### src/rtl/dma_arb_pkg.sv
package dma_arb_pkg;

   typedef enum logic [1:0] {
      ARB_IDLE  = 2'd0,
      ARB_ASK   = 2'd1,
      ARB_SERVE = 2'd2,
      ARB_DRAIN = 2'd3
   } arb_state_e;

   // picker implementation choices
   localparam int PICK_SCAN    = 0;
   localparam int PICK_DOUBLED = 1;

   function automatic int wrap_sum(input int a, input int b, input int n);
      int s;
      s = a + b;
      if (s >= n) s = s - n;
      return s;
   endfunction

endpackage

### src/rtl/dma_arb_elig.sv
module dma_arb_elig #(
   parameter int NCH = 4
) (
   input  logic [NCH-1:0] req_i,
   input  logic [NCH-1:0] mask_i,
   input  logic           block_i,
   output logic [NCH-1:0] elig_o,
   output logic           any_o
);
   always_comb begin
      elig_o = block_i ? '0 : (req_i & ~mask_i);
      any_o  = |elig_o;
   end
endmodule

### src/rtl/dma_arb_pick.sv
module dma_arb_pick #(
   parameter int NCH   = 4,
   parameter int STYLE = dma_arb_pkg::PICK_SCAN,
   localparam int CW   = (NCH > 1) ? $clog2(NCH) : 1
) (
   input  logic [NCH-1:0] elig_i,
   input  logic [CW-1:0]  top_i,
   output logic [CW-1:0]  win_o,
   output logic           found_o
);
   import dma_arb_pkg::*;

   generate
      if (STYLE == PICK_SCAN) begin : g_scan
         always_comb begin
            int idx;
            win_o   = '0;
            found_o = 1'b0;
            for (int k = 0; k < NCH; k++) begin
               idx = wrap_sum(int'(top_i), k, NCH);
               if (!found_o && elig_i[CW'(idx)]) begin
                  found_o = 1'b1;
                  win_o   = CW'(idx);
               end
            end
         end
      end else begin : g_doubled
         logic [2*NCH-1:0] dbl;
         logic [NCH-1:0]   rot;
         always_comb begin
            int jsel;
            dbl  = {elig_i, elig_i} >> top_i;
            rot  = dbl[NCH-1:0];
            jsel = 0;
            for (int j = NCH - 1; j >= 0; j--) begin
               if (rot[j]) jsel = j;
            end
            found_o = |rot;
            win_o   = CW'(wrap_sum(int'(top_i), jsel, NCH));
         end
      end
   endgenerate
endmodule

### src/rtl/dma_arb_ptr.sv
module dma_arb_ptr #(
   parameter int NCH  = 4,
   localparam int CW  = (NCH > 1) ? $clog2(NCH) : 1
) (
   input  logic          clk,
   input  logic          rst_n,
   input  logic          upd_i,
   input  logic          rotate_i,
   input  logic [CW-1:0] served_i,
   output logic [CW-1:0] top_o
);
   logic [CW-1:0] top_q;
   logic [CW-1:0] next_top;

   always_comb begin
      if (!rotate_i)
         next_top = '0;
      else if (served_i == CW'(NCH - 1))
         next_top = '0;
      else
         next_top = served_i + CW'(1);
   end

   always_ff @(posedge clk or negedge rst_n) begin
      if (!rst_n)
         top_q <= '0;
      else if (upd_i)
         top_q <= next_top;
   end

   assign top_o = top_q;
endmodule

### src/rtl/dma_prio_arbiter.sv
module dma_prio_arbiter #(
   parameter int NCH        = 4,
   parameter int PICK_STYLE = dma_arb_pkg::PICK_SCAN,
   localparam int CW        = (NCH > 1) ? $clog2(NCH) : 1
) (
   input  logic           clk,
   input  logic           rst_n,
   input  logic [NCH-1:0] req_i,
   input  logic [NCH-1:0] mask_i,
   input  logic           ctrl_disable_i,
   input  logic           rotate_i,
   input  logic           hlda_i,
   input  logic           svc_done_i,
   output logic           hold_req_o,
   output logic [NCH-1:0] grant_o,
   output logic [CW-1:0]  grant_id_o
);
   import dma_arb_pkg::*;

   generate
      if (NCH < 2 || NCH > 16) begin : g_bad_nch
         $error("dma_prio_arbiter: NCH must lie in 2..16");
      end
      if (PICK_STYLE != PICK_SCAN && PICK_STYLE != PICK_DOUBLED) begin : g_bad_style
         $error("dma_prio_arbiter: unknown PICK_STYLE");
      end
   endgenerate

   arb_state_e    state_q, state_d;
   logic          hold_q, hold_d;
   logic [NCH-1:0] grant_q, grant_d;
   logic [CW-1:0] id_q, id_d;
   logic          ptr_upd;

   logic [NCH-1:0] elig;
   logic           any_elig;
   logic [CW-1:0]  ptr_top;
   logic [CW-1:0]  eval_top;
   logic [CW-1:0]  win;
   logic           win_found;

   dma_arb_elig #(.NCH(NCH)) u_elig (
      .req_i   (req_i),
      .mask_i  (mask_i),
      .block_i (ctrl_disable_i),
      .elig_o  (elig),
      .any_o   (any_elig)
   );

   dma_arb_ptr #(.NCH(NCH)) u_ptr (
      .clk      (clk),
      .rst_n    (rst_n),
      .upd_i    (ptr_upd),
      .rotate_i (rotate_i),
      .served_i (id_q),
      .top_o    (ptr_top)
   );

   // fixed order always scans from channel 0
   assign eval_top = rotate_i ? ptr_top : '0;

   dma_arb_pick #(.NCH(NCH), .STYLE(PICK_STYLE)) u_pick (
      .elig_i  (elig),
      .top_i   (eval_top),
      .win_o   (win),
      .found_o (win_found)
   );

   always_comb begin
      state_d = state_q;
      hold_d  = hold_q;
      grant_d = grant_q;
      id_d    = id_q;
      ptr_upd = 1'b0;
      unique case (state_q)
         ARB_IDLE: begin
            if (any_elig) begin
               state_d = ARB_ASK;
               hold_d  = 1'b1;
            end
         end
         ARB_ASK: begin
            if (!win_found) begin
               state_d = ARB_IDLE;
               hold_d  = 1'b0;
            end else if (hlda_i) begin
               state_d = ARB_SERVE;
               grant_d = NCH'(1) << win;
               id_d    = win;
            end
         end
         ARB_SERVE: begin
            if (svc_done_i) begin
               state_d = ARB_DRAIN;
               hold_d  = 1'b0;
               grant_d = '0;
               ptr_upd = 1'b1;
            end
         end
         ARB_DRAIN: begin
            if (!hlda_i) state_d = ARB_IDLE;
         end
         default: state_d = ARB_IDLE;
      endcase
   end

   always_ff @(posedge clk or negedge rst_n) begin
      if (!rst_n) begin
         state_q <= ARB_IDLE;
         hold_q  <= 1'b0;
         grant_q <= '0;
         id_q    <= '0;
      end else begin
         state_q <= state_d;
         hold_q  <= hold_d;
         grant_q <= grant_d;
         id_q    <= id_d;
      end
   end

   assign hold_req_o = hold_q;
   assign grant_o    = grant_q;
   assign grant_id_o = id_q;
endmodule

### config.mk
export PLATFORM = sky130hd
export DESIGN_NAME = dma_prio_arbiter
export DESIGN_NICKNAME = d
export VERILOG_FILES = /design/src/rtl/dma_arb_pkg.sv /design/src/rtl/dma_arb_elig.sv /design/src/rtl/dma_arb_pick.sv /design/src/rtl/dma_arb_ptr.sv /design/src/rtl/dma_prio_arbiter.sv
export SDC_FILE = /design/constraint.sdc
export NUM_CORES = 1
export LEC_CHECK = 0
export BUFFER_PORTS_ARGS = -buffer_cell sky130_fd_sc_hd__buf_2
export CORE_MARGIN = 1.5
export CORE_UTILIZATION = 24
export DETAILED_ROUTE_END_ITERATION = 12
export GPL_TIMING_DRIVEN = 1
export SYNTH_ARGS = -nofsm -noshare
export SYNTH_HDL_FRONTEND = slang
export SYNTH_SLANG_ARGS = --single-unit
### constraint.sdc
create_clock -name clk -period 1.9 [get_ports clk]
set_input_delay 0.095 -clock clk [delete_from_list [all_inputs] [get_ports clk]]
set_output_delay 0.095 -clock clk [all_outputs]
set_load 0.05 [all_outputs]
Word-level counts from Yosys, hierarchy flattened:

Index checks and enable logic that the tools add are counted.

* logic and storage cells: 93
* output and inout port bits: 7
* flip-flop bits (word level): 11
* input port bits: 14

* multiplexer cells: 44
* add/sub/neg operators: 8
* shift-type cells: 1
* bitwise gates (word level): 2
* equality and inequality tests: 11
* magnitude comparators: 8
* reduce and logical (&&, ||, !) cells: 14

Operators by type and width (count)
* $mux 2: 16
* $mux 1: 17
* $lt 2x4->1 const B: 4
* $mux 4: 4
* $ne 2x2->1 const B: 6
* $reduce_and 4->1: 3
* $ge 3x3->1 const B: 3
* $bmux 1 s2: 4
* $pmux 2 s4: 1
* $pmux 4 s2: 1
* $sub 2x1->2 const B: 4
* $add 2x2->3 const B: 2
* $eq 2x2->1 const B: 3
* $and 4x4->4: 1
* $not 4->4: 1
* $reduce_or 4->1: 1
* $shl 1x2->4 const A: 1
* $add 2x1->3 const B: 1
* $ge 2x3->1 const B: 1
* $logic_and 1x1->1: 3
* $logic_not 1->1: 3
* $ne 3x3->1 const B: 1
* $pmux 1 s3: 1
* $reduce_and 3->1: 1
* 5 further kinds: 5

Depth between registers and ports, before layout:

Gate-level depths: netlist of run 1.

* depth in word-level cells: 20
* mapped depth: 7
* gate-level depth less buffers: 7

By module:

From an unflattened synthesis of run 1, not the netlist that was laid out.

* cells, all modules: 78
* area total of the unflattened synthesis: 773.2 µm²

By module, submodules not included
* dma_prio_arbiter: area an instance 565.5 µm², times used 1, seq. area each 225.2 µm², cells each 49
* dma_arb_ptr: area an instance 92.6 µm², times used 1, seq. area each 50.0 µm², cells each 9
* dma_arb_pick: area an instance 77.6 µm², times used 1, seq. area each 0.0 µm², cells each 15
* dma_arb_elig: area an instance 37.5 µm², times used 1, seq. area each 0.0 µm², cells each 5

Worst setup path after synthesis of run 1:

OpenSTA, ideal clock, no wires.

* path type: register to register
* start: reg u_ptr.top_q[1] (netlist: u_ptr.top_o[1])
* end: reg grant_q[1] (netlist: grant_o[1])
* period minus slack after synthesis: 1.977 ns
* data required time: 1.778 ns
* data arrival time: 1.855 ns
* buffers on the path: 1
* cell stages (with the launch flop): 8
* setup slack: -0.077 ns
* cells stage by stage: dfrtp_1 buf_4 xor2_2 nand2_2 and3_4 o41a_1 o31a_1 a32o_1

* cells in the longest elaborated chain, start to end: 20
* elaborated cells between the ends (all ways): 48
* those cells by class: add/sub: 7; order compare: 4; eq/ne: 1; shift: 1; mux: 28; reduce/logical: 7

Ends and longest elaborated chain
* start: declaration: line dma_arb_ptr.sv:12 `logic [CW-1:0] top_q;`
* start signal: assignment: line dma_arb_ptr.sv:28 `top_q <= next_top;`
* $mux 2 *: line dma_prio_arbiter.sv:60 `assign eval_top = rotate_i ? ptr_top : '0;`
* parallel branches: the longest is 19 deep, another holds $add 2x1->3
* end signal: assignment: line dma_prio_arbiter.sv:116 `grant_q <= grant_d;`
* end: declaration: line dma_prio_arbiter.sv:31 `logic [NCH-1:0] grant_q, grant_d;`

Every way passes the cells marked *. The select of a mux whose other input is x is not followed.
A chain may end at the register's enable or synchronous reset.

Worst setup path after layout of run 1:

* start: reg u_ptr.top_q[0] (netlist: u_ptr.top_o[0])
* end: reg grant_q[1] (netlist: grant_o[1])

Same word-level chain as after synthesis.

==> impl_metrics.ini, run 1 <==
[outcome]
outcome = complete, but fails checks
failed_checks = negative setup slack

[clock_tree]
clk_latency_ps = 230
clock_path_buffers = 2
cts_tree = built
clk_pin_slew_ps = 50
cts.sinks = 11
ctsHtreeMaxLevel = 1
root_buffer = clkbuf_8
numCtsBuffers = 3

[timing]
hold_viol_final = 0
setup_violations = 5
setup_ws_ps = -86.7
fin_worst_skew_ps = 2.77
tns_ps = -303
drv_slew = 0
fin_crit_sh = 1.05
min_period_ps = 1990
slew_headroom = 0.712
max_freq_ghz = 0.503
rsz0062_at_grt = yes
worst_pin_slew_ps = 426
whs_ps = 204

[yosys]
ys_types = 43
yosysMostFrequentCell = dfrtp_1
ys_warn_count = 0
synth_mux_area_frac = 0.0234
synth_top_cells_by_count = dfrtp_1 (11), nand2_1 (10), nor3_1 (8), inv_1 (7)
ys_seq_elements = 11
ys_seq_area_frac = 0.303
synth.top_cell.area_share = 0.303
synthFlopType = dfrtp_1
synth_top_family_by_area = compound AO/OA/AOI/OAI gates
syn_avg_cell_area_um2 = 8.58
yosys-top-cells-area = dfrtp_1 (30%), ha_1 (5.5%), nor3_1 (4.4%), nand2_1 (4.1%), nand2b_1 (4.1%)
synth_cells = 106
synth_xor_area_frac = 0.0275
syn-cell-area_um2 = 910
synth_edf_count = 0
syn_nets = 124
yosys.area_share.adder = 0.0550
yosysTopAreaCell = dfrtp_1
synth_compound_area_frac = 0.289
yosys.area_share.simple = 0.256
async_flop_share = 1.00

[setup_path]
startpoint = u_ptr.top_o[0]
crit_path_end_kind = flop
ff2ff_path_depth = 6
path_max_fanout = 6
r2r_start = u_ptr.top_o[0]
cp-start-kind = flop
critPathCapture = grant_o[1]
ff2ff_setup_slack_ps = -90
critical_path_class = flop to flop
worst_r2r_endpoint = grant_o[1]
arrival_ps = 2110
worst_ep_required_time_ps = 2020

[die]
ioPinCount = 21
die_h_um = 64.6
placementRows = 22
fp.dieW_um = 64.6
core_um2 = 3660
initial_core_util = 0.248
dieArea_um2 = 4170

[drt]
drcViolationCount = 0
routed_wirelength_um = 2490
vias = 960
drtIter0Drc = 50
via_per_inst = 4.82
wl_per_cell_um = 12.5
final_antenna_net_count = 0
dr.pass1.iters = 4

[finish]
stdcell_area_um2 = 1360
diodes = 0
nets = 170
instances_no_fill = 199
final_util = 0.372
final_layout_size_suffix_gt1_frac = 0.424
area_growth_pct = 49.8

[global_routing]
top_usage_layer = met2
first_global_vias = 992
grtUsageMet3 = 0.0139
overflow = 0
grt_max_degree = 12
grt_pass1_wl_um = 4130
use_met2 = 0.230
grt_use_met1 = 0.150
antenna_found_initial = 0
grt_usage = 0.121

[placement]
dpl.hpwl_um = 1930
dp_slack_ps = -189
postPlaceCellArea_um2 = 1220
io_buffers = 20
gp_congestion = 0.887
placed_cells = 190

[pwr]
power_density_nw_per_um2 = 1270
p_int_uw = 937
p_leak_nw = 0.637
pwr-share-seq = 0.256
irDropWorstVdd_mv = 0.662
power.total_mw = 1.74
p_sw_uw = 798
pwr-share-comb = 0.612
swShare = 0.460
power.share.clock = 0.133

[hold_path]
hp-class = input port to flop

[job]
cap_viol_max_count = 0
-- per-layer routing --
layer  wire length (um)  vias to the layer above
li1                   -                      485
met1               1110                      454
met2               1280                       21
met3                102                        0
met4                  0                        0
met5                  0                        -
-- cells in the final DEF, fill, tap and decap left out, drive strengths merged, types with 5 or more instances in the layout --
master / netlist / layout
buf: 3 / 43
nand2: 11 / 11
dfrtp: 11 / 11
nor3: 8 / 8
inv: 7 / 7
nand2b: 6 / 6
a21oi: 6 / 6
nor2b: 5 / 5
nor2: 5 / 5
o21ai: 5 / 5
-- what timing repair did --
| action | CTS | global route |
|---|---|---|
| setup endpoints to repair | 6 | 6 |
| pin swaps | 4 | 1 |
| resized for setup | 13 | 3 |
| hold buffers | 1 | 0 |
| endpoints found under the hold margin | 11 | 0 |
| setup buffers | 3 | 1 |
-- registers in the layout, indices dropped and copies added (netlist names), named ones only --
name and cells:
grant_id_o 2, grant_o 4, hold_req_o 1, state_q 1
u_ptr.top_o 2
-- worst min-delay path by stage --
stage	startpoint	to	slack [ps]	cells past startpoint
6_report	hlda_i	state_q[0]	200	3
5_1_grt	hlda_i	state_q[0]	240	3
2_1_floorplan	rst_n	async pin	-200	0
4_1_cts	hlda_i	state_q[0]	210	3
3_3_place_gp	rst_n	hold_req_o	-30	1
3_5_place_dp	rst_n	hold_req_o	-20	1
-- cell families (layout without fill, tap and decap cells) --
kind of cell,count (synthesis),in the layout
and+or+nand+nor,44,44
AOI/OAI and AO/OA,33,33
DFF,11,11
buffers and inverters,10,55
adders and majority gates,4,4
xor gates and xnor gates,2,2
muxes,2,2
-- final cells by class --
type / instances / area [um^2]
clock buffer: 4 / 45.0
fill: 391 / 2300
inverter: 7 / 26.3
multi-input combinational: 85 / 659
sequential: 11 / 278
tap: 48 / 60.1
timing repair buffer: 44 / 294
-- worst max-delay path, cell delays in order, from the launching register on --
cell and delay [ps]:
dfrtp_2 490, buf_6 150, nand4_1 130, o41ai_4 100
o41a_1 450, o31a_1 300, a32o_1 250
-- power by group through the flow --
stage	Clock [mW]	Combinational [mW]	Sequential (mW)
global placement	0	0.933	0.434
CTS	0.236	1.04	0.442
floorplan	0	0.460	0.629
finish	0.230	1.06	0.444
detailed placement	0	0.952	0.439
global route	0.249	1.15	0.460
Note: power is estimated with default switching activity, not from simulation.
==> run 2, diff against run 1 <==
Settings changed: ABC_AREA set to 1.
==> run 2 against run 1 <==
  * The run now ends clean
  * First-iteration DRC count grew 52%
  * Synthesized area shrank 5.2%
  * Critical path depth grew 2
  * Combinational power shrank 10%
  * Clock skew grew 1.2 ps
  * Final area shrank 22%
  * Utilization shrank 6.0 points
==> impl_metrics.ini, run 2 <==
[yosys]
synthFlopType = dfrtp_1
ys_types = 21
ys_seq_area_frac = 0.319
ys_warn_count = 0
synth_cells = 129
syn_nets = 147
ys_seq_elements = 11
synth_edf_count = 0
async_flop_share = 1.00
syn_avg_cell_area_um2 = 6.68
yosysMostFrequentCell = nand2_1
synth.top_cell.area_share = 0.319
yosys-top-cells-area = dfrtp_1 (32%), nand2_1 (16%), nand3_1 (13%), inv_1 (7.4%), ha_1 (5.8%)
yosysTopAreaCell = dfrtp_1
synth_top_cells_by_count = nand2_1 (37), nand3_1 (22), inv_1 (17), dfrtp_1 (11), nor2_1 (7)
syn-cell-area_um2 = 862

[setup_path]
critical_path_class = flop to flop
worst_ep_required_time_ps = 2060
startpoint = state_q[0]
arrival_ps = 1830
path_max_fanout = 5
cp-start-kind = flop
crit_path_end_kind = flop
r2r_start = state_q[0]

[finish]
nets = 173
multiInputGateArea_um2 = 522
stdcell_area_um2 = 1060
diodes = 0
fillCellCount = 379
final_common_cell = nand2_1
largest_reg_flops = 4
seqCellArea_um2 = 275
area_growth_pct = 22.9
final_cell_mix = nand2_1 (37), nand3_1 (22), buf_2 (20), inv_1 (17), dfrtp_1 (11)
final_layout_size_suffix_gt1_frac = 0.201

[placement]
io_buffers = 20
postPlaceCellArea_um2 = 1020
dp_slack_ps = 123
dpl.hpwl_um = 1590
gp_congestion = 0.812

[clock_tree]
cts.sinks = 11
cts_tree = built
ctsHtreeMaxLevel = 1
clk_latency_ps = 280
clock_path_buffers = 2
numCtsBuffers = 3
clk_pin_slew_ps = 70
root_buffer = clkbuf_4
postCtsSetupBuffers = 0

[hold_path]
hp-class = input port to flop
hp-start = svc_done_i

[die]
die_h_um = 62.9
dieArea_um2 = 3960
initial_core_util = 0.254
ioPinCount = 21
core_um2 = 3390
fp.dieW_um = 62.9
placementRows = 21

[timing]
min_period_ps = 1670
setup_violations = 0
slew_headroom = 0.795
hold_viol_final = 0
tns_ps = 0
setup_ws_ps = 230
drv_slew = 0
max_freq_ghz = 0.599
worst_pin_slew_ps = 304
rsz0062_at_grt = no
fin_crit_sh = 0.879
fin_worst_skew_ps = 3.99

[drt]
top_layer = met4
dr.pass1.iters = 4
met2_length_um = 806
via_per_inst = 4.45
routed_wirelength_um = 2000
wl_per_cell_um = 9.98
final_antenna_net_count = 0
drcViolationCount = 0
wl_met3_um = 89
drtIter0Drc = 76
wirelength_met1_um = 1060
vias = 889

[pwr]
p_int_uw = 714
swShare = 0.541
p_sw_uw = 840
power.share.clock = 0.108
power.total_mw = 1.55
power_density_nw_per_um2 = 1470
irDropWorstVdd_mv = 0.798
pwr-share-seq = 0.281
pwr-share-comb = 0.611
p_leak_nw = 0.561

[global_routing]
grt_usage = 0.115
grt_pass1_wl_um = 3710
grt_max_degree = 12
overflow = 0
antenna_found_initial = 0
first_global_vias = 846

[job]
cap_viol_max_count = 0

[outcome]
outcome = complete, no violations
run 2: per-stage QoR:
stage,std cells,utilization,hold slack [ps]
finish,200,0.313,140
global route,200,0.313,173
CTS,200,0.312,142
detailed placement,195,0.301,-15.1
global placement,195,0.301,-18.5
floorplan,129,-,-201
run 2: cells by family (layout without fill, tap and decap cells):
kind of cell | Yosys count | count (layout) | synth area share
buffers and inverters | 18 | 43 | 0.0798
AO/OA/AOI/OAI | 17 | 17 | 0.109
XOR/XNOR | 1 | 1 | 0.0102
adder cells (fa/ha/maj) | 4 | 4 | 0.0581
flip-flops | 11 | 11 | 0.319
AND/OR/NAND/NOR | 78 | 78 | 0.424
run 2: final timing paths:
check,slack [ps],cells past startpoint,end
setup reg to reg,230,8,flop
hold reg to reg,480,2,grant_o[2]
min in group asynchronous,200,2,grant_o[2]
hold / removal,140,4,u_ptr.top_o[1]
max in group asynchronous,1490,2,async pin
setup / recovery,230,8,flop
run 2: cell type report:
type / count / share of cell area
timing repair buffer: 21 / 0.104
multi-input combinational: 100 / 0.492
inverter: 18 / 0.0649
clock buffer: 4 / 0.0248
tap: 46 / 0.0543
sequential: 11 / 0.260
run 2: what timing repair did:
action | CTS | global route
hold buffers | 1 | 0
setup endpoints to repair | 0 | 4
resized for setup | 0 | 2
hold endpoints to repair | 11 | 0
run 2: power by group through the flow:
stage / clock (mW) / combinational (mW) / sequential (mW)
2_1_floorplan: 0 / 0.503 / 0.666
3_3_place_gp: 0 / 0.940 / 0.441
3_5_place_dp: 0 / 0.941 / 0.441
4_1_cts: 0.171 / 0.948 / 0.437
5_1_grt: 0.181 / 1.07 / 0.461
6_report: 0.167 / 0.950 / 0.437
run 2: metal layers:
metal,vias up,global-route usage
met3,5,0.0144
met1,377,0.166
met2,25,0.165
met4,0,0.0556
met5,-,0
li1,482,-
run 2: critical path: stages (launching register included):
cell,delay (ps)
dfrtp_1,420
inv_1,90
ha_1,240
inv_1,120
or2_2,130
a21boi_1,280
nand3_1,130
nand2_1,70
o21ai_0,70
==> run 3, diff against run 2 <==
Settings changed: BUFFER_PORTS_ARGS -buffer_cell sky130_fd_sc_hd__buf_2 to unset, DONT_BUFFER_PORTS set to 1.
==> run 3 against run 2 <==
  * Final cell count shrank 9.0%
  * First-iteration DRC count shrank 45%
  * Sequential share of layout area up 2.1 points
  * Sequential cell count did not move
  * Largest power group unchanged
==> impl_metrics.ini, run 3 (synthesis results as in run 2) <==
[global_routing]
overflow = 0
first_global_vias = 788
grt_max_degree = 12
antenna_found_initial = 0
grt_pass1_wl_um = 3570
grt_usage = 0.112

[drt]
final_antenna_net_count = 0
wl_per_cell_um = 11.3
vias = 845
drtIter0Drc = 42
drcViolationCount = 0
routed_wirelength_um = 2050
dr.pass1.iters = 4
via_per_inst = 4.64

[clock_tree]
clock_path_buffers = 2
root_buffer = clkbuf_4
cts.sinks = 11
postCtsSetupBuffers = 0
cts_tree = built
clk_pin_slew_ps = 70
numCtsBuffers = 3
ctsHtreeMaxLevel = 1
clk_latency_ps = 280

[die]
die_h_um = 62.9
initial_core_util = 0.254
placementRows = 21
dieArea_um2 = 3960
core_um2 = 3390
fp.dieW_um = 62.9
ioPinCount = 21

[setup_path]
cpPeakStageDelay_ps = 430
crit_path_end_kind = flop
cp-start-kind = flop
arrival_ps = 1820
crit_family = flip-flops
critical_path_class = flop to flop
path_max_fanout = 5
crit_chain = inv_1, ha_1, inv_1, or2_2, a21boi_2, a21oi_1, a31oi_1
timing.critical_path.buf_inv = 2
cpMostUsedCell = inv_1
slowest_stage = dfrtp_1
worst_ep_required_time_ps = 2040

[finish]
fillCellCount = 378
diodes = 0
final_cell_mix = nand2_1 (37), nand3_1 (22), inv_1 (17), dfrtp_1 (11), nor2_1 (7)
largest_reg_flops = 4
final_common_cell = nand2_1
stdcell_area_um2 = 981
seqCellArea_um2 = 275
final_layout_size_suffix_gt1_frac = 0.0956
nets = 155
area_growth_pct = 13.8
multiInputGateArea_um2 = 526

[timing]
whs_ps = 31.7
slew_headroom = 0.639
drv_slew = 0
worst_pin_slew_ps = 542
rsz0062_at_grt = no
hold_viol_final = 0
fin_worst_skew_ps = 4.28
max_freq_ghz = 0.596
tns_ps = 0
min_period_ps = 1680
fin_crit_sh = 0.883
setup_violations = 0

[placement]
postPlaceCellArea_um2 = 927
gp_congestion = 0.812
io_buffers = 0
dpl.hpwl_um = 1600

[pwr]
power_density_nw_per_um2 = 1560
irDropWorstVdd_mv = 0.855
power.total_mw = 1.53
p_leak_nw = 0.486

[job]
cap_viol_max_count = 0

[hold_path]
hp-class = input port to flop

[outcome]
outcome = complete, no violations
-- run 3: cell count changes in the layout (fill, tap and decap cells not counted), sizes merged --
cell / delta
dlygate4sd3: +1
buf: -19
-- run 3: per-layer routing --
metal  global-route usage  share of wire
met3               0.0288          0.077
met2                0.173           0.42
met1                0.147           0.48
met5                    0              0
met4               0.0500          0.020
-- run 3: worst register-to-register path, delay by kind of cell, from the launching register on --
family	cells	cell delay, ps
flops	1	430
compound gates	3	410
simple gates	1	290
buf+inv	2	210
fa+ha+maj	1	210
-- run 3: through the flow --
step | setup WS (ps) | util | instances
4_1_cts | 49.1 | 0.287 | 182
6_report | 223 | 0.289 | 182
5_1_grt | 92.2 | 0.289 | 182
2_1_floorplan | 334 | - | 129
3_3_place_gp | 155 | 0.274 | 176
3_5_place_dp | 91.3 | 0.274 | 176
-- run 3: cell type report --
class	instances	area share
multi-input combinational	100	0.536
sequential	11	0.281
clock buffer	4	0.0268
timing repair buffer	3	0.0281
inverter	18	0.0702
tap	46	0.0587
-- run 3: worst paths after layout --
path	slack, ps	endpoint	depth (start not counted)	startpoint
worst max-delay path	220	hold_req_o	7	state_q[0]
worst min-delay path	30	grant_id_o[1]	2	hlda_i
worst max register to register	220	hold_req_o	7	state_q[0]
worst min register to register	560	flop	2	flop
max in group asynchronous	1350	grant_o[0]	1	rst_n
min in group asynchronous	210	state_q[0]	1	rst_n
-- run 3: where the power goes --
part           internal (mW)  switching (mW)
Sequential             0.339           0.304
Clock                 0.0815          0.0835
Combinational          0.259           0.462
Total                  0.680           0.849
-- run 3: repair_timing --
item	4_1_cts	5_1_grt
endpoints found under the setup margin	0	5
hold endpoints to repair	13	0
resized for setup	0	3
hold buffers	2	0
